**src/rtl/rcu_pkg.sv**
```systemverilog
package rcu_pkg;

    typedef enum logic [1:0] {
        ST_FACTORY  = 2'd0,
        ST_LOAD_APP = 2'd1,
        ST_APP      = 2'd2,
        ST_LOAD_FAC = 2'd3
    } rcu_state_e;

    localparam int STAT_W = 5;

    // One-hot fault causes, bit positions are visible at the status port
    localparam logic [STAT_W-1:0] CAUSE_NONE = 5'b00000;
    localparam logic [STAT_W-1:0] CAUSE_CRC  = 5'b00001;
    localparam logic [STAT_W-1:0] CAUSE_INT  = 5'b00010;
    localparam logic [STAT_W-1:0] CAUSE_EXT  = 5'b00100;
    localparam logic [STAT_W-1:0] CAUSE_WDOG = 5'b01000;
    localparam logic [STAT_W-1:0] CAUSE_GEN  = 5'b10000;

endpackage

```
**src/rtl/rcu_fall_det.sv**
```systemverilog
module rcu_fall_det #(
    parameter int N = 2
) (
    input  logic         clk,
    input  logic         rst_n,
    input  logic [N-1:0] lvl_n,
    output logic [N-1:0] fall
);

    for (genvar i = 0; i < N; i++) begin : g_ch
        logic prev_q;
        logic prev_d;

        always_comb begin
            prev_d = lvl_n[i];
        end

        always_ff @(posedge clk or negedge rst_n) begin
            if (!rst_n) prev_q <= 1'b1;
            else        prev_q <= prev_d;
        end

        assign fall[i] = prev_q & ~lvl_n[i];
    end

endmodule

```
**src/rtl/rcu_wdog.sv**
```systemverilog
module rcu_wdog #(
    parameter int W = 12
) (
    input  logic         clk,
    input  logic         rst_n,
    input  logic         run,
    input  logic         load,
    input  logic [W-1:0] load_val,
    output logic         expire
);

    localparam logic [W-1:0] ONE = {{(W-1){1'b0}}, 1'b1};

    logic [W-1:0] cnt_q;
    logic [W-1:0] cnt_d;

    always_comb begin
        cnt_d = cnt_q;
        if (load)
            cnt_d = load_val;
        else if (run && cnt_q != '0)
            cnt_d = cnt_q - ONE;
    end

    always_ff @(posedge clk or negedge rst_n) begin
        if (!rst_n) cnt_q <= '1;
        else        cnt_q <= cnt_d;
    end

    // Expiry does not depend on load, so the controller may gate kicks on it
    assign expire = run && (cnt_q == '0);

    // a running, non-reloaded counter steps down by exactly one
    a_r8_count_down: assert property (@(posedge clk) disable iff (!rst_n)
        (run && !load && cnt_q != '0) |=> (cnt_q == $past(cnt_q) - ONE));

    // a reload takes the programmed timeout
    a_r8_reload: assert property (@(posedge clk) disable iff (!rst_n)
        load |=> (cnt_q == $past(load_val)));

endmodule

```
**src/rtl/reconf_upgrade_ctrl.sv**
```systemverilog
module reconf_upgrade_ctrl
    import rcu_pkg::*;
#(
    parameter int PAGE_W = 8,
    parameter int WD_W   = 12
) (
    input  logic              clk,
    input  logic              rst_n,
    input  logic              cfg_wr,
    input  logic              cfg_wr_app,
    input  logic [PAGE_W-1:0] cfg_wr_page,
    input  logic              cfg_wr_wd_en,
    input  logic [WD_W-1:0]   cfg_wr_wd_tmo,
    output logic              cfg_rd_app,
    output logic [PAGE_W-1:0] cfg_rd_page,
    output logic              cfg_rd_wd_en,
    output logic [WD_W-1:0]   cfg_rd_wd_tmo,
    input  logic              reconf_req_n,
    input  logic              ext_reconf_n,
    input  logic              wd_kick,
    output logic              load_start,
    output logic              load_app,
    output logic [PAGE_W-1:0] load_page,
    output logic              load_busy,
    input  logic              load_done,
    input  logic              load_err,
    input  logic              load_crc_err,
    output logic [4:0]        status,
    output logic              in_app,
    output logic              wd_expired
);

    localparam int REQ_N   = 2;
    localparam int REQ_INT = 0;
    localparam int REQ_EXT = 1;

    typedef struct packed {
        logic              app;
        logic [PAGE_W-1:0] page;
        logic              wd_en;
        logic [WD_W-1:0]   tmo;
    } cfg_t;

    localparam cfg_t CFG_POR = '{app: 1'b0, page: '0, wd_en: 1'b1, tmo: '1};

    typedef struct packed {
        rcu_state_e        st;
        cfg_t              upd;
        cfg_t              ctl;
        logic [STAT_W-1:0] status;
        logic              start;
        logic              start_app;
    } ctrl_t;

    localparam ctrl_t CTRL_POR = '{
        st: ST_FACTORY, upd: CFG_POR, ctl: CFG_POR,
        status: CAUSE_NONE, start: 1'b0, start_app: 1'b0
    };

    ctrl_t             q;
    ctrl_t             d;
    logic [REQ_N-1:0]  req_fall;
    logic              wd_load;
    logic              wd_run;
    logic              wd_exp;
    logic [STAT_W-1:0] app_cause;
    cfg_t              wr_cfg;

    rcu_fall_det #(.N(REQ_N)) u_fall (
        .clk   (clk),
        .rst_n (rst_n),
        .lvl_n ({ext_reconf_n, reconf_req_n}),
        .fall  (req_fall)
    );

    assign wd_run = (q.st == ST_APP) && q.ctl.wd_en;

    rcu_wdog #(.W(WD_W)) u_wdog (
        .clk      (clk),
        .rst_n    (rst_n),
        .run      (wd_run),
        .load     (wd_load),
        .load_val (q.ctl.tmo),
        .expire   (wd_exp)
    );

    always_comb begin
        wr_cfg = '{app: cfg_wr_app, page: cfg_wr_page,
                   wd_en: cfg_wr_wd_en, tmo: cfg_wr_wd_tmo};

        // Runtime fault priority: internal, external, watchdog
        if (req_fall[REQ_INT])      app_cause = CAUSE_INT;
        else if (req_fall[REQ_EXT]) app_cause = CAUSE_EXT;
        else if (wd_exp)            app_cause = CAUSE_WDOG;
        else                        app_cause = CAUSE_NONE;
    end

    always_comb begin
        d         = q;
        d.start   = 1'b0;
        wd_load   = 1'b0;
        unique case (q.st)
            ST_FACTORY: begin
                if (cfg_wr)
                    d.upd = wr_cfg;
                if (req_fall[REQ_INT]) begin
                    d.ctl       = q.upd;
                    d.start     = 1'b1;
                    d.start_app = q.upd.app;
                    d.st        = q.upd.app ? ST_LOAD_APP : ST_LOAD_FAC;
                end
            end
            ST_LOAD_APP: begin
                if (load_crc_err || load_err) begin
                    d.status    = load_crc_err ? CAUSE_CRC : CAUSE_GEN;
                    d.upd       = CFG_POR;
                    d.ctl       = CFG_POR;
                    d.start     = 1'b1;
                    d.start_app = 1'b0;
                    d.st        = ST_LOAD_FAC;
                end else if (load_done) begin
                    d.st    = ST_APP;
                    wd_load = 1'b1;
                end
            end
            ST_APP: begin
                if (app_cause != CAUSE_NONE) begin
                    d.status    = app_cause;
                    d.upd       = CFG_POR;
                    d.ctl       = CFG_POR;
                    d.start     = 1'b1;
                    d.start_app = 1'b0;
                    d.st        = ST_LOAD_FAC;
                end else if (wd_kick) begin
                    wd_load = 1'b1;
                end
            end
            ST_LOAD_FAC: begin
                if (load_done)
                    d.st = ST_FACTORY;
            end
            default: d = CTRL_POR;
        endcase
    end

    always_ff @(posedge clk or negedge rst_n) begin
        if (!rst_n) q <= CTRL_POR;
        else        q <= d;
    end

    always_comb begin
        if (q.st == ST_APP) begin
            cfg_rd_app    = q.ctl.app;
            cfg_rd_page   = q.ctl.page;
            cfg_rd_wd_en  = q.ctl.wd_en;
            cfg_rd_wd_tmo = q.ctl.tmo;
        end else begin
            cfg_rd_app    = q.upd.app;
            cfg_rd_page   = q.upd.page;
            cfg_rd_wd_en  = q.upd.wd_en;
            cfg_rd_wd_tmo = q.upd.tmo;
        end
    end

    assign load_start = q.start;
    assign load_app   = q.start_app;
    assign load_page  = q.ctl.page;
    assign load_busy  = (q.st == ST_LOAD_APP) || (q.st == ST_LOAD_FAC);
    assign status     = q.status;
    assign in_app     = (q.st == ST_APP);
    assign wd_expired = wd_exp;

    // the loader start is a single-cycle pulse
    a_r4_start_one_cycle: assert property (@(posedge clk) disable iff (!rst_n)
        load_start |=> !load_start);

    // no expiry outside application mode
    a_r9_wd_quiet: assert property (@(posedge clk) disable iff (!rst_n)
        !in_app |-> !wd_expired);

    // a failed application load heads for the factory image with a cause
    a_r5_err_path: assert property (@(posedge clk) disable iff (!rst_n)
        (q.st == ST_LOAD_APP && (load_crc_err || load_err)) |=>
        (q.st == ST_LOAD_FAC && load_start && !load_app && status != CAUSE_NONE));

    // leaving application mode leaves both registers at power-on values
    a_r7_fault_por: assert property (@(posedge clk) disable iff (!rst_n)
        $fell(in_app) |-> (q.ctl == CFG_POR && q.upd == CFG_POR));

    // the status code is always one-hot or clear
    a_r7_status_onehot: assert property (@(posedge clk) disable iff (!rst_n)
        $onehot0(status));

    // no fault can be recorded from the factory side
    a_r10_status_hold: assert property (@(posedge clk) disable iff (!rst_n)
        (q.st == ST_FACTORY || q.st == ST_LOAD_FAC) |=> $stable(status));

endmodule

```
**config.mk**
```make
export PLATFORM = sky130hd
export DESIGN_NAME = reconf_upgrade_ctrl
export DESIGN_NICKNAME = d
export VERILOG_FILES = /design/src/rtl/rcu_pkg.sv /design/src/rtl/rcu_fall_det.sv /design/src/rtl/rcu_wdog.sv /design/src/rtl/reconf_upgrade_ctrl.sv
export SDC_FILE = /design/constraint.sdc
export NUM_CORES = 1
export LEC_CHECK = 0
export BUFFER_PORTS_ARGS = -buffer_cell sky130_fd_sc_hd__buf_2
export CORE_ASPECT_RATIO = 0.8
export CORE_MARGIN = 8
export CORE_UTILIZATION = 30
export CTS_BUF_LIST = sky130_fd_sc_hd__clkbuf_8
export CTS_CLUSTER_SIZE = 40
export DETAILED_ROUTE_END_ITERATION = 16
export PLACE_DENSITY = 0.45
export SYNTH_ARGS = -nofsm -noshare
export SYNTH_HDL_FRONTEND = slang
export SYNTH_SLANG_ARGS = --single-unit
```
**constraint.sdc**
```tcl
create_clock -name clk -period 4.17 [get_ports clk]
set_input_delay 0.2085 -clock clk [delete_from_list [all_inputs] [get_ports clk]]
set_output_delay 0.2085 -clock clk [all_outputs]
set_load 0.005 [all_outputs]
```
==> report_table.html, run 1 <==
<table>
<tr><th>Metric</th><th>Value</th></tr>
<tr><th colspan="2">Outcome</th></tr>
<tr><td>Status</td><td>finished clean</td></tr>
<tr><th colspan="2">Yosys</th></tr>
<tr><td>Post-synthesis cell type count</td><td>48</td></tr>
<tr><td>Synth Register Bits</td><td>67</td></tr>
<tr><td>Net count of the mapped netlist</td><td>around 430</td></tr>
<tr><td>Ys async rst share</td><td>100%</td></tr>
<tr><td>Syn avg cell area</td><td>between 9 and 10 sq um</td></tr>
<tr><td>Most frequently used flop master after synthesis</td><td>sky130_fd_sc_hd__dfstp_2</td></tr>
<tr><td>Post-synth EDFFs</td><td>0</td></tr>
<tr><td>Proportion of synthesized chip area in sequential cells</td><td>between 40% and 50%</td></tr>
<tr><td>Number of synthesis warnings</td><td>0</td></tr>
<tr><td>Mapped cell area</td><td>around 3700 sq um</td></tr>
<tr><td>Gate count of the mapped netlist</td><td>between 300 and 400</td></tr>
<tr><th colspan="2">Clocking</th></tr>
<tr><td>Post-CTS setup-driven buffer insertion count</td><td>0</td></tr>
<tr><td>Maximum clock insertion buffer count</td><td>2</td></tr>
<tr><td>Clock tree from TritonCTS</td><td>yes</td></tr>
<tr><td>CTS Root Buffer Type</td><td>sky130_fd_sc_hd__clkbuf_8</td></tr>
<tr><td>Clock network latency to the later pin of the worst-skew pair</td><td>0.36 ns</td></tr>
<tr><td>Cts repair resizes</td><td>0</td></tr>
<tr><td>Sinks on Clock Net</td><td>67</td></tr>
<tr><td>Number of H-tree branching levels</td><td>3</td></tr>
<tr><td>Clk slew on worst S/H paths</td><td>about 0.08 ns</td></tr>
<tr><td>Number of CTS-inserted buffers</td><td>9</td></tr>
<tr><th colspan="2">Finish</th></tr>
<tr><td>Fraction of layout instances using a drive strength above 1</td><td>37.6%</td></tr>
<tr><td>Area grow syn2layout</td><td>17.1%</td></tr>
<tr><td>Number of standard cells in the final layout excluding fillers</td><td>approximately 600</td></tr>
<tr><td>Count of fill cells added during filler insertion</td><td>approximately 1300</td></tr>
<tr><td>End-of-flow core utilization</td><td>a little over a third</td></tr>
<tr><td>Commonest non-fill, non-tap cells in the layout</td><td>sky130_fd_sc_hd__buf_2, sky130_fd_sc_hd__nand2_1, sky130_fd_sc_hd__nor2_1</td></tr>
<tr><td>Most common library cell in the layout ignoring fill and taps</td><td>sky130_fd_sc_hd__buf_2</td></tr>
<tr><td>Count of nets after finishing</td><td>between 400 and 500</td></tr>
<tr><td>Antenna diode count</td><td>0</td></tr>
<tr><th colspan="2">Place</th></tr>
<tr><td>GPL Wtd Cong</td><td>roughly 0.75</td></tr>
<tr><td>Number of port buffers</td><td>70</td></tr>
<tr><td>Post-DP HPWL</td><td>7.00 mm</td></tr>
<tr><td>Worst slack after detailed placement</td><td>around 1.3 ns</td></tr>
<tr><td>Placed cell count</td><td>roughly 590</td></tr>
<tr><th colspan="2">Floorplan</th></tr>
<tr><td>Standard-cell rows</td><td>36</td></tr>
<tr><td>Core outline area</td><td>~12000 sq um</td></tr>
<tr><td>Horizontal die dimension</td><td>around 140 um</td></tr>
<tr><td>Overall die height</td><td>around 120 um</td></tr>
<tr><td>Full die area</td><td>16300 sq um</td></tr>
<tr><td>Top-level port count</td><td>71</td></tr>
<tr><td>Starting Density</td><td>between 30% and 40%</td></tr>
<tr><th colspan="2">Pwr</th></tr>
<tr><td>Net switching share of the total power</td><td>40.3%</td></tr>
<tr><td>Pint</td><td>about 2.3 mW</td></tr>
<tr><td>Total net switching power</td><td>between 1.5 and 2 mW</td></tr>
<tr><td>Clk pwr share</td><td>about 15%</td></tr>
<tr><td>Leakage dissipation</td><td>just under 2 nW</td></tr>
<tr><td>Worst IR Drop VDD</td><td>approximately 0.3 mV</td></tr>
<tr><td>Cell Pwr Density</td><td>slightly below 900 nW/um^2</td></tr>
<tr><td>Combinational share of power</td><td>about half</td></tr>
<tr><td>Register share of total power</td><td>35.2%</td></tr>
<tr><th colspan="2">Setup path</th></tr>
<tr><td>Data arrival, critical path</td><td>2.70 ns</td></tr>
<tr><td>Reg-to-reg startpoint</td><td>q[51]</td></tr>
<tr><td>CP Capture Type</td><td>output port</td></tr>
<tr><td>Required time at the worst-slack endpoint</td><td>3.96 ns</td></tr>
<tr><td>Beginning of the critical path</td><td>q[51]</td></tr>
<tr><td>Category of the worst setup path launch point</td><td>register</td></tr>
<tr><td>Reg2reg path depth</td><td>8</td></tr>
<tr><td>Cell-by-cell listing of the critical path</td><td>inv_1 -&gt; ha_1 -&gt; buf_4 -&gt; nand2_1 -&gt; nor4_1 -&gt; buf_2</td></tr>
<tr><td>Top fanout value on the critical path</td><td>20</td></tr>
<tr><td>CP max stage cell</td><td>sky130_fd_sc_hd__ha_1</td></tr>
<tr><td>Maximum cell stage delay along the critical path</td><td>roughly 0.74 ns</td></tr>
<tr><td>Critical path class</td><td>reg2out</td></tr>
<tr><td>Endpoint of the worst register-to-register path</td><td>u_wdog.cnt_q[1]</td></tr>
<tr><td>Minimum setup slack among reg-to-reg paths</td><td>about 1.3 ns</td></tr>
<tr><th colspan="2">STA</th></tr>
<tr><td>Transition time at the pin with the least slew margin</td><td>~0.94 ns</td></tr>
<tr><td>Worst clock skew on the final layout</td><td>0.0124 ns</td></tr>
<tr><td>Final Max Tran Viols</td><td>0</td></tr>
<tr><td>Worst relative slew slack</td><td>approximately 37%</td></tr>
<tr><td>Fin worst setup slack</td><td>1.26 ns</td></tr>
<tr><td>Total negative setup slack</td><td>0 ns</td></tr>
<tr><td>Final Hold Viols</td><td>0</td></tr>
<tr><td>F_max</td><td>~340 MHz</td></tr>
<tr><td>Endpoints failing setup</td><td>0</td></tr>
<tr><td>Period Utilization, post-route</td><td>69.7%</td></tr>
<tr><td>Final min period</td><td>just under 3 ns</td></tr>
<tr><td>Unrepaired setup endpoints after global routing</td><td>false</td></tr>
<tr><th colspan="2">Detailed routing</th></tr>
<tr><td>Vias per cell</td><td>between 4 and 5</td></tr>
<tr><td>Final ANT Viol Nets</td><td>0</td></tr>
<tr><td>Detailed-route wire length per cell</td><td>~16 um</td></tr>
<tr><td>Via total after detailed routing</td><td>2840</td></tr>
<tr><td>Wire length reported by the detailed router</td><td>a little under 10 mm</td></tr>
<tr><td>Length of the first detailed-routing pass in iterations</td><td>4</td></tr>
<tr><td>Drc violations</td><td>0</td></tr>
<tr><td>Number of DRC violations after detailed-routing iteration 0</td><td>roughly 180</td></tr>
<tr><th colspan="2">Job</th></tr>
<tr><td>Max cap viols</td><td>0</td></tr>
<tr><th colspan="2">GRT</th></tr>
<tr><td>Overflow left after global routing</td><td>0</td></tr>
<tr><td>Number of global-route vias before repair</td><td>between 3000 and 4000</td></tr>
<tr><td>Antenna violations before repair</td><td>0</td></tr>
<tr><td>Total GRT Usage</td><td>12.7%</td></tr>
<tr><td>Global-route wire length before repair</td><td>16.4 mm</td></tr>
<tr><td>Pin count of the biggest net entering global routing</td><td>49</td></tr>
<tr><th colspan="2">Worst hold path</th></tr>
<tr><td>Hold/Removal Path Class</td><td>in2reg</td></tr>
<tr><td>Hold Path End</td><td>q[35]</td></tr>
<tr><td>WHS Path Cells</td><td>3</td></tr>
<tr><td>Worst Min Path Start</td><td>cfg_wr_wd_tmo[6]</td></tr>
</table>
stage by stage:
stage          hold slack, ns  cell area (sq um)  total power [mW]
3_3_place_gp            0.308               4150              3.32
3_5_place_dp            0.315               4150              3.33
5_1_grt                0.0457               4390              4.24
6_report               0.0584               4390              3.87
2_1_floorplan         -0.0871               3750              2.75
4_1_cts                0.0424               4390              3.95
flip-flops by register name (all words and copies together) (netlist names):
name	count
status	5
load_app	1
q	38
u_wdog.cnt_q	12
u_fall.g_ch.prev_q	2
load_page	8
load_start	1
worst max-delay path by stage:
stage / to / slack [ns]
2_1_floorplan: u_wdog.cnt_q[11] / 2.12
3_3_place_gp: u_wdog.cnt_q[1] / 1.39
3_5_place_dp: u_wdog.cnt_q[1] / 1.32
4_1_cts: wd_expired / 1.22
5_1_grt: wd_expired / 0.98
6_report: wd_expired / 1.26
critical path, delay by kind of cell, from the launching register on:
kind,cells,cell delay (ns)
fa+ha+maj,1,0.74
buf+inv,3,0.68
flops,1,0.42
simple gates,2,0.50
power by group through the flow:
stage          logic [mW]  clock network [mW]  registers [mW]
2_1_floorplan        1.47                   0            1.28
3_3_place_gp         1.95                   0            1.37
3_5_place_dp         1.96                   0            1.37
4_1_cts              1.97               0.612            1.36
5_1_grt              2.19               0.639            1.41
6_report             1.92               0.587            1.36
metal layers:
layer	up-vias	part of all wire [%]	track usage, %
met1	1327	51	17.7
met3	11	4.4	3.66
li1	1429	-	-
met4	0	1.2	4.36
met5	-	0	0
met2	73	44	18.5
cells in the mapped netlist, types with 3 or more instances:
| cell type | n | area [sq um] |
|---|---|---|
| sky130_fd_sc_hd__nand2_1 | 49 | 184 |
| sky130_fd_sc_hd__nor2_1 | 43 | 161 |
| sky130_fd_sc_hd__dfstp_2 | 40 | 1050 |
| sky130_fd_sc_hd__a21oi_1 | 35 | 175 |
| sky130_fd_sc_hd__nand2b_1 | 29 | 181 |
| sky130_fd_sc_hd__dfrtp_1 | 27 | 676 |
| sky130_fd_sc_hd__mux2_2 | 26 | 293 |
| sky130_fd_sc_hd__nand3b_1 | 19 | 143 |
| sky130_fd_sc_hd__buf_4 | 15 | 113 |
| sky130_fd_sc_hd__buf_2 | 8 | 40.0 |
| sky130_fd_sc_hd__clkbuf_1 | 8 | 30.0 |
| sky130_fd_sc_hd__inv_1 | 8 | 30.0 |
| sky130_fd_sc_hd__ha_1 | 7 | 87.6 |
| sky130_fd_sc_hd__nor3_1 | 6 | 30.0 |
| sky130_fd_sc_hd__xnor2_1 | 6 | 52.6 |
| sky130_fd_sc_hd__o21ai_0 | 5 | 25.0 |
| sky130_fd_sc_hd__nand4_1 | 4 | 25.0 |
| sky130_fd_sc_hd__nor2b_1 | 4 | 25.0 |
| sky130_fd_sc_hd__nor4_1 | 4 | 25.0 |
| sky130_fd_sc_hd__a31oi_1 | 3 | 18.8 |
| sky130_fd_sc_hd__and3_1 | 3 | 18.8 |
| sky130_fd_sc_hd__mux2i_1 | 3 | 30.0 |
| sky130_fd_sc_hd__nand3_1 | 3 | 15.0 |
| sky130_fd_sc_hd__nor3b_1 | 3 | 22.5 |
cells by family (layout without fill, tap and decap cells):
group,count (synthesis),in the layout,synth area share (%)
AND/OR/NAND/NOR,181,181,25.9
adder cells (fa/ha/maj),7,7,2.34
XOR/XNOR,8,8,1.87
buffers and inverters,41,103,5.88
AO/OA/AOI/OAI,57,57,9.35
flip-flops,67,67,46.1
multiplexers,29,29,8.62
layout make-up:
class / instances / area, sq um / share of cell area, %
clock buffers: 9 / 124 / 2.82
clock inverters: 6 / 82.6 / 1.88
inverters: 8 / 30.0 / 0.685
multi-input cells: 282 / 1800 / 41.0
flip-flops and latches: 67 / 1730 / 39.4
well taps: 152 / 190 / 4.34
repair buffers: 80 / 433 / 9.87
what timing repair did:
action | 4_1_cts | 5_1_grt
endpoints found under the hold margin | 8 | 0
setup endpoints to repair | 0 | 0
hold buffers | 3 | 0
Note: power is estimated with default switching activity, not from simulation.
==> inputs of run 2 (changes only) <==
clock period = 2.9 ns   (was 4.17 ns; I/O delays follow)
==> run 2 against run 1 <==
Net effect:
- wire length increased by 2.4%
- die area stayed put
- total power up 43%
- utilization rose by 0.67 points
- via count rose by 3.7%
- final cell count up 2.0%
- register-to-register slack worse by 1.0 ns
- sequential share of layout area decreased by 0.72 points
- critical path depth is 1 higher
- clock skew down 0.00082 ns
- global-route usage rose by 0.26 points
- hold slack lost 0.037 ns
- largest power group unchanged
==> report_table.html, run 2 (synthesized netlist as in run 1, its figures left out) <==
<table>
<tr><th>Metric</th><th>Value</th></tr>
<tr><th colspan="2">Clocking</th></tr>
<tr><td>Cts repair resizes</td><td>0 (unchanged)</td></tr>
<tr><td>Post-CTS setup-driven buffer insertion count</td><td>0 (unchanged)</td></tr>
<tr><td>CTS Root Buffer Type</td><td>sky130_fd_sc_hd__clkbuf_8</td></tr>
<tr><td>Clock network latency to the later pin of the worst-skew pair</td><td>0.35 ns (about the same)</td></tr>
<tr><td>Number of H-tree branching levels</td><td>3 (unchanged)</td></tr>
<tr><td>Clock tree from TritonCTS</td><td>yes</td></tr>
<tr><td>Clk slew on worst S/H paths</td><td>0.08 ns (about the same)</td></tr>
<tr><td>Number of CTS-inserted buffers</td><td>9 (unchanged)</td></tr>
<tr><td>Sinks on Clock Net</td><td>67 (unchanged)</td></tr>
<tr><td>Maximum clock insertion buffer count</td><td>2 (unchanged)</td></tr>
<tr><th colspan="2">Detailed routing</th></tr>
<tr><td>Number of DRC violations after detailed-routing iteration 0</td><td>166 (-8.8%)</td></tr>
<tr><td>Final ANT Viol Nets</td><td>0 (unchanged)</td></tr>
<tr><td>Via total after detailed routing</td><td>2945 (+3.7%)</td></tr>
<tr><td>Wire length reported by the detailed router</td><td>9.97 mm (+2.4%)</td></tr>
<tr><td>Drc violations</td><td>0 (unchanged)</td></tr>
<tr><td>Vias per cell</td><td>4.78 (+1.7%)</td></tr>
<tr><td>Length of the first detailed-routing pass in iterations</td><td>5 (+1)</td></tr>
<tr><td>Detailed-route wire length per cell</td><td>16.2 um (+0.42%)</td></tr>
<tr><th colspan="2">GRT</th></tr>
<tr><td>M3 GR Usage</td><td>3.83% (+0.16 points)</td></tr>
<tr><td>Global-route met2 utilization</td><td>19.4% (+0.87 points)</td></tr>
<tr><td>Number of global-route vias before repair</td><td>3167 (+3.6%)</td></tr>
<tr><td>Antenna violations before repair</td><td>0 (unchanged)</td></tr>
<tr><td>Overflow left after global routing</td><td>0 (unchanged)</td></tr>
<tr><td>Pin count of the biggest net entering global routing</td><td>43 (-12%)</td></tr>
<tr><td>Total GRT Usage</td><td>13.0% (+0.26 points)</td></tr>
<tr><td>Busiest metal layer after global routing</td><td>met2</td></tr>
<tr><td>GR Layer Usage met1</td><td>17.9% (+0.26 points)</td></tr>
<tr><td>Global-route wire length before repair</td><td>16.7 mm (+1.9%)</td></tr>
<tr><th colspan="2">STA</th></tr>
<tr><td>Period Utilization, post-route</td><td>roughly nine tenths</td></tr>
<tr><td>Worst relative slew slack</td><td>32.0% (-5.4 points)</td></tr>
<tr><td>Final Hold Viols</td><td>0 (unchanged)</td></tr>
<tr><td>Total negative setup slack</td><td>0 ns (unchanged)</td></tr>
<tr><td>Final Max Tran Viols</td><td>0 (unchanged)</td></tr>
<tr><td>Transition time at the pin with the least slew margin</td><td>1.02 ns (+0.0800 ns)</td></tr>
<tr><td>Fin worst setup slack</td><td>0.292 ns (-0.972 ns)</td></tr>
<tr><td>Worst clock skew on the final layout</td><td>0.0115 ns (-0.000822 ns)</td></tr>
<tr><td>Endpoints failing setup</td><td>0 (unchanged)</td></tr>
<tr><td>F_max</td><td>383 MHz</td></tr>
<tr><td>Final min period</td><td>between 2 and 3 ns</td></tr>
<tr><td>Unrepaired setup endpoints after global routing</td><td>false</td></tr>
<tr><th colspan="2">Floorplan</th></tr>
<tr><td>Overall die height</td><td>116 um (unchanged)</td></tr>
<tr><td>Full die area</td><td>16300 sq um (unchanged)</td></tr>
<tr><td>Horizontal die dimension</td><td>141 um (unchanged)</td></tr>
<tr><td>Starting Density</td><td>30.8% (unchanged)</td></tr>
<tr><td>Core outline area</td><td>12200 sq um (unchanged)</td></tr>
<tr><td>Top-level port count</td><td>71 (unchanged)</td></tr>
<tr><td>Standard-cell rows</td><td>36 (unchanged)</td></tr>
<tr><th colspan="2">Setup path</th></tr>
<tr><td>Reg-to-reg startpoint</td><td>u_wdog.cnt_q[0]</td></tr>
<tr><td>CP Capture Type</td><td>register</td></tr>
<tr><td>Minimum setup slack among reg-to-reg paths</td><td>0.29 ns (-1.04 ns)</td></tr>
<tr><td>Required time at the worst-slack endpoint</td><td>3.13 ns (-0.83 ns)</td></tr>
<tr><td>Data arrival, critical path</td><td>2.84 ns (+0.14 ns)</td></tr>
<tr><td>Category of the worst setup path launch point</td><td>register</td></tr>
<tr><td>Top fanout value on the critical path</td><td>13 (-35%)</td></tr>
<tr><td>Beginning of the critical path</td><td>u_wdog.cnt_q[0]</td></tr>
<tr><td>Reg2reg path depth</td><td>7 (-1)</td></tr>
<tr><td>Critical path class</td><td>reg2reg</td></tr>
<tr><th colspan="2">Finish</th></tr>
<tr><td>Flip-flop count of the largest register, all copies and words added</td><td>38 (unchanged)</td></tr>
<tr><td>Register with the highest flop count</td><td>q</td></tr>
<tr><td>Fraction of layout instances using a drive strength above 1</td><td>37.1% (-0.54 points)</td></tr>
<tr><td>Count of nets after finishing</td><td>497 (+2.3%)</td></tr>
<tr><td>Count of fill cells added during filler insertion</td><td>1264 (-3.0%)</td></tr>
<tr><td>Layout Cell Area excl Fill</td><td>4470 sq um (+1.9%)</td></tr>
<tr><td>Area grow syn2layout</td><td>19.2%</td></tr>
<tr><td>Most common library cell in the layout ignoring fill and taps</td><td>sky130_fd_sc_hd__buf_2</td></tr>
<tr><td>End-of-flow core utilization</td><td>36.7% (+0.67 points)</td></tr>
<tr><td>Commonest non-fill, non-tap cells in the layout</td><td>sky130_fd_sc_hd__buf_2, sky130_fd_sc_hd__nand2_1, sky130_fd_sc_hd__nor2_1</td></tr>
<tr><td>Antenna diode count</td><td>0 (unchanged)</td></tr>
<tr><th colspan="2">Place</th></tr>
<tr><td>Worst slack after detailed placement</td><td>0.254 ns (-1.07 ns)</td></tr>
<tr><td>GPL Wtd Cong</td><td>0.817 (+8.4%)</td></tr>
<tr><td>Post-DP HPWL</td><td>7.20 mm (+2.8%)</td></tr>
<tr><td>Cell area after placement</td><td>4170 sq um (+0.54%)</td></tr>
<tr><td>Number of port buffers</td><td>70 (unchanged)</td></tr>
<tr><th colspan="2">Pwr</th></tr>
<tr><td>Cell Pwr Density</td><td>1230 nW/um^2 (+40%)</td></tr>
<tr><td>Register share of total power</td><td>35.2% (about the same)</td></tr>
<tr><td>Total net switching power</td><td>2.26 mW (+45%)</td></tr>
<tr><td>Combinational share of power</td><td>51.1% (+1.4 points)</td></tr>
<tr><td>Pint</td><td>3.25 mW (+41%)</td></tr>
<tr><td>Leakage dissipation</td><td>2.01 nW (+2.3%)</td></tr>
<tr><td>Net switching share of the total power</td><td>41.1% (+0.73 points)</td></tr>
<tr><td>Clk pwr share</td><td>13.7% (-1.5 points)</td></tr>
<tr><td>Worst IR Drop VDD</td><td>0.419 mV (+41%)</td></tr>
<tr><th colspan="2">Worst hold path</th></tr>
<tr><td>Worst Min Path Start</td><td>cfg_wr_wd_tmo[11]</td></tr>
<tr><td>WHS Path Cells</td><td>3 (unchanged)</td></tr>
<tr><td>Hold/Removal Path Class</td><td>in2reg</td></tr>
<tr><th colspan="2">Outcome</th></tr>
<tr><td>Status</td><td>finished clean</td></tr>
<tr><th colspan="2">Job</th></tr>
<tr><td>Max cap viols</td><td>0 (unchanged)</td></tr>
</table>
==> run 2: cell types whose count changed in the layout (fill, tap and decap cells not counted) <==
cell | before | now
sky130_fd_sc_hd__inv_1 | 9 | 11
sky130_fd_sc_hd__buf_4 | 7 | 10
sky130_fd_sc_hd__bufinv_16 | 2 | 1
sky130_fd_sc_hd__dlygate4sd3_1 | 3 | 11
sky130_fd_sc_hd__inv_4 | 0 | 1
sky130_fd_sc_hd__clkinv_2 | 2 | 1
==> run 2: area by class of cell <==
type                       count  area (sq um)  share of cell area [%]
multi-input combinational    282          1800                    40.3
tap                          152           190                    4.26
sequential                    67          1730                    38.7
timing repair buffer          91           536                    12.0
clock buffer                   9           124                    2.77
inverter                       8          30.0                   0.672
clock inverter                 7          61.3                    1.37
==> run 2: worst max-delay path, stage by stage, from the launching register on <==
cell and delay, ns:
sky130_fd_sc_hd__dfstp_2 0.38, sky130_fd_sc_hd__inv_1 0.09, sky130_fd_sc_hd__ha_1 0.21, sky130_fd_sc_hd__or3b_2 0.51, sky130_fd_sc_hd__nor4_4 0.21, sky130_fd_sc_hd__o211ai_1 0.15
sky130_fd_sc_hd__nor2_1 0.79, sky130_fd_sc_hd__a22oi_1 0.15
==> run 2: path summary, 6_finish.rpt <==
check | end
min in group asynchronous | load_page[4]
worst min register to register | q[28]
max in group asynchronous | u_wdog.cnt_q[7]
worst max register to register | q[19]
worst max-delay path | q[19]
worst min-delay path | q[40]
==> run 2: routing by layer <==
| metal | up-vias | wire, um |
|---|---|---|
| li1 | 1461 | - |
| met1 | 1419 | 5270 |
| met2 | 60 | 4290 |
| met4 | 0 | 80 |
| met5 | - | 0 |
| met3 | 5 | 326 |
==> run 2: power groups by stage <==
stage	Sequential [mW]	Combinational, mW	Clock [mW]
floorplan	1.84	2.11	0
global placement	1.95	2.87	0
detailed placement	1.96	2.87	0
CTS	1.95	2.88	0.792
global route	2.02	3.19	0.824
finish	1.94	2.82	0.755
==> run 2: through the flow <==
step	instances	total power, mW	hold WS [ns]
after global routing	616	6.04	0.00150
final	616	5.51	0.0217
after global placement	589	4.81	0.269
after CTS	616	5.62	0.000716
after detailed placement	589	4.83	0.272
after floorplan	390	3.95	-0.151
==> run 2: repair_timing <==
item / in CTS / in global routing
endpoints found under the setup margin: 0 / 0
hold buffers: 11 / 0
hold endpoints to repair: 32 / 0
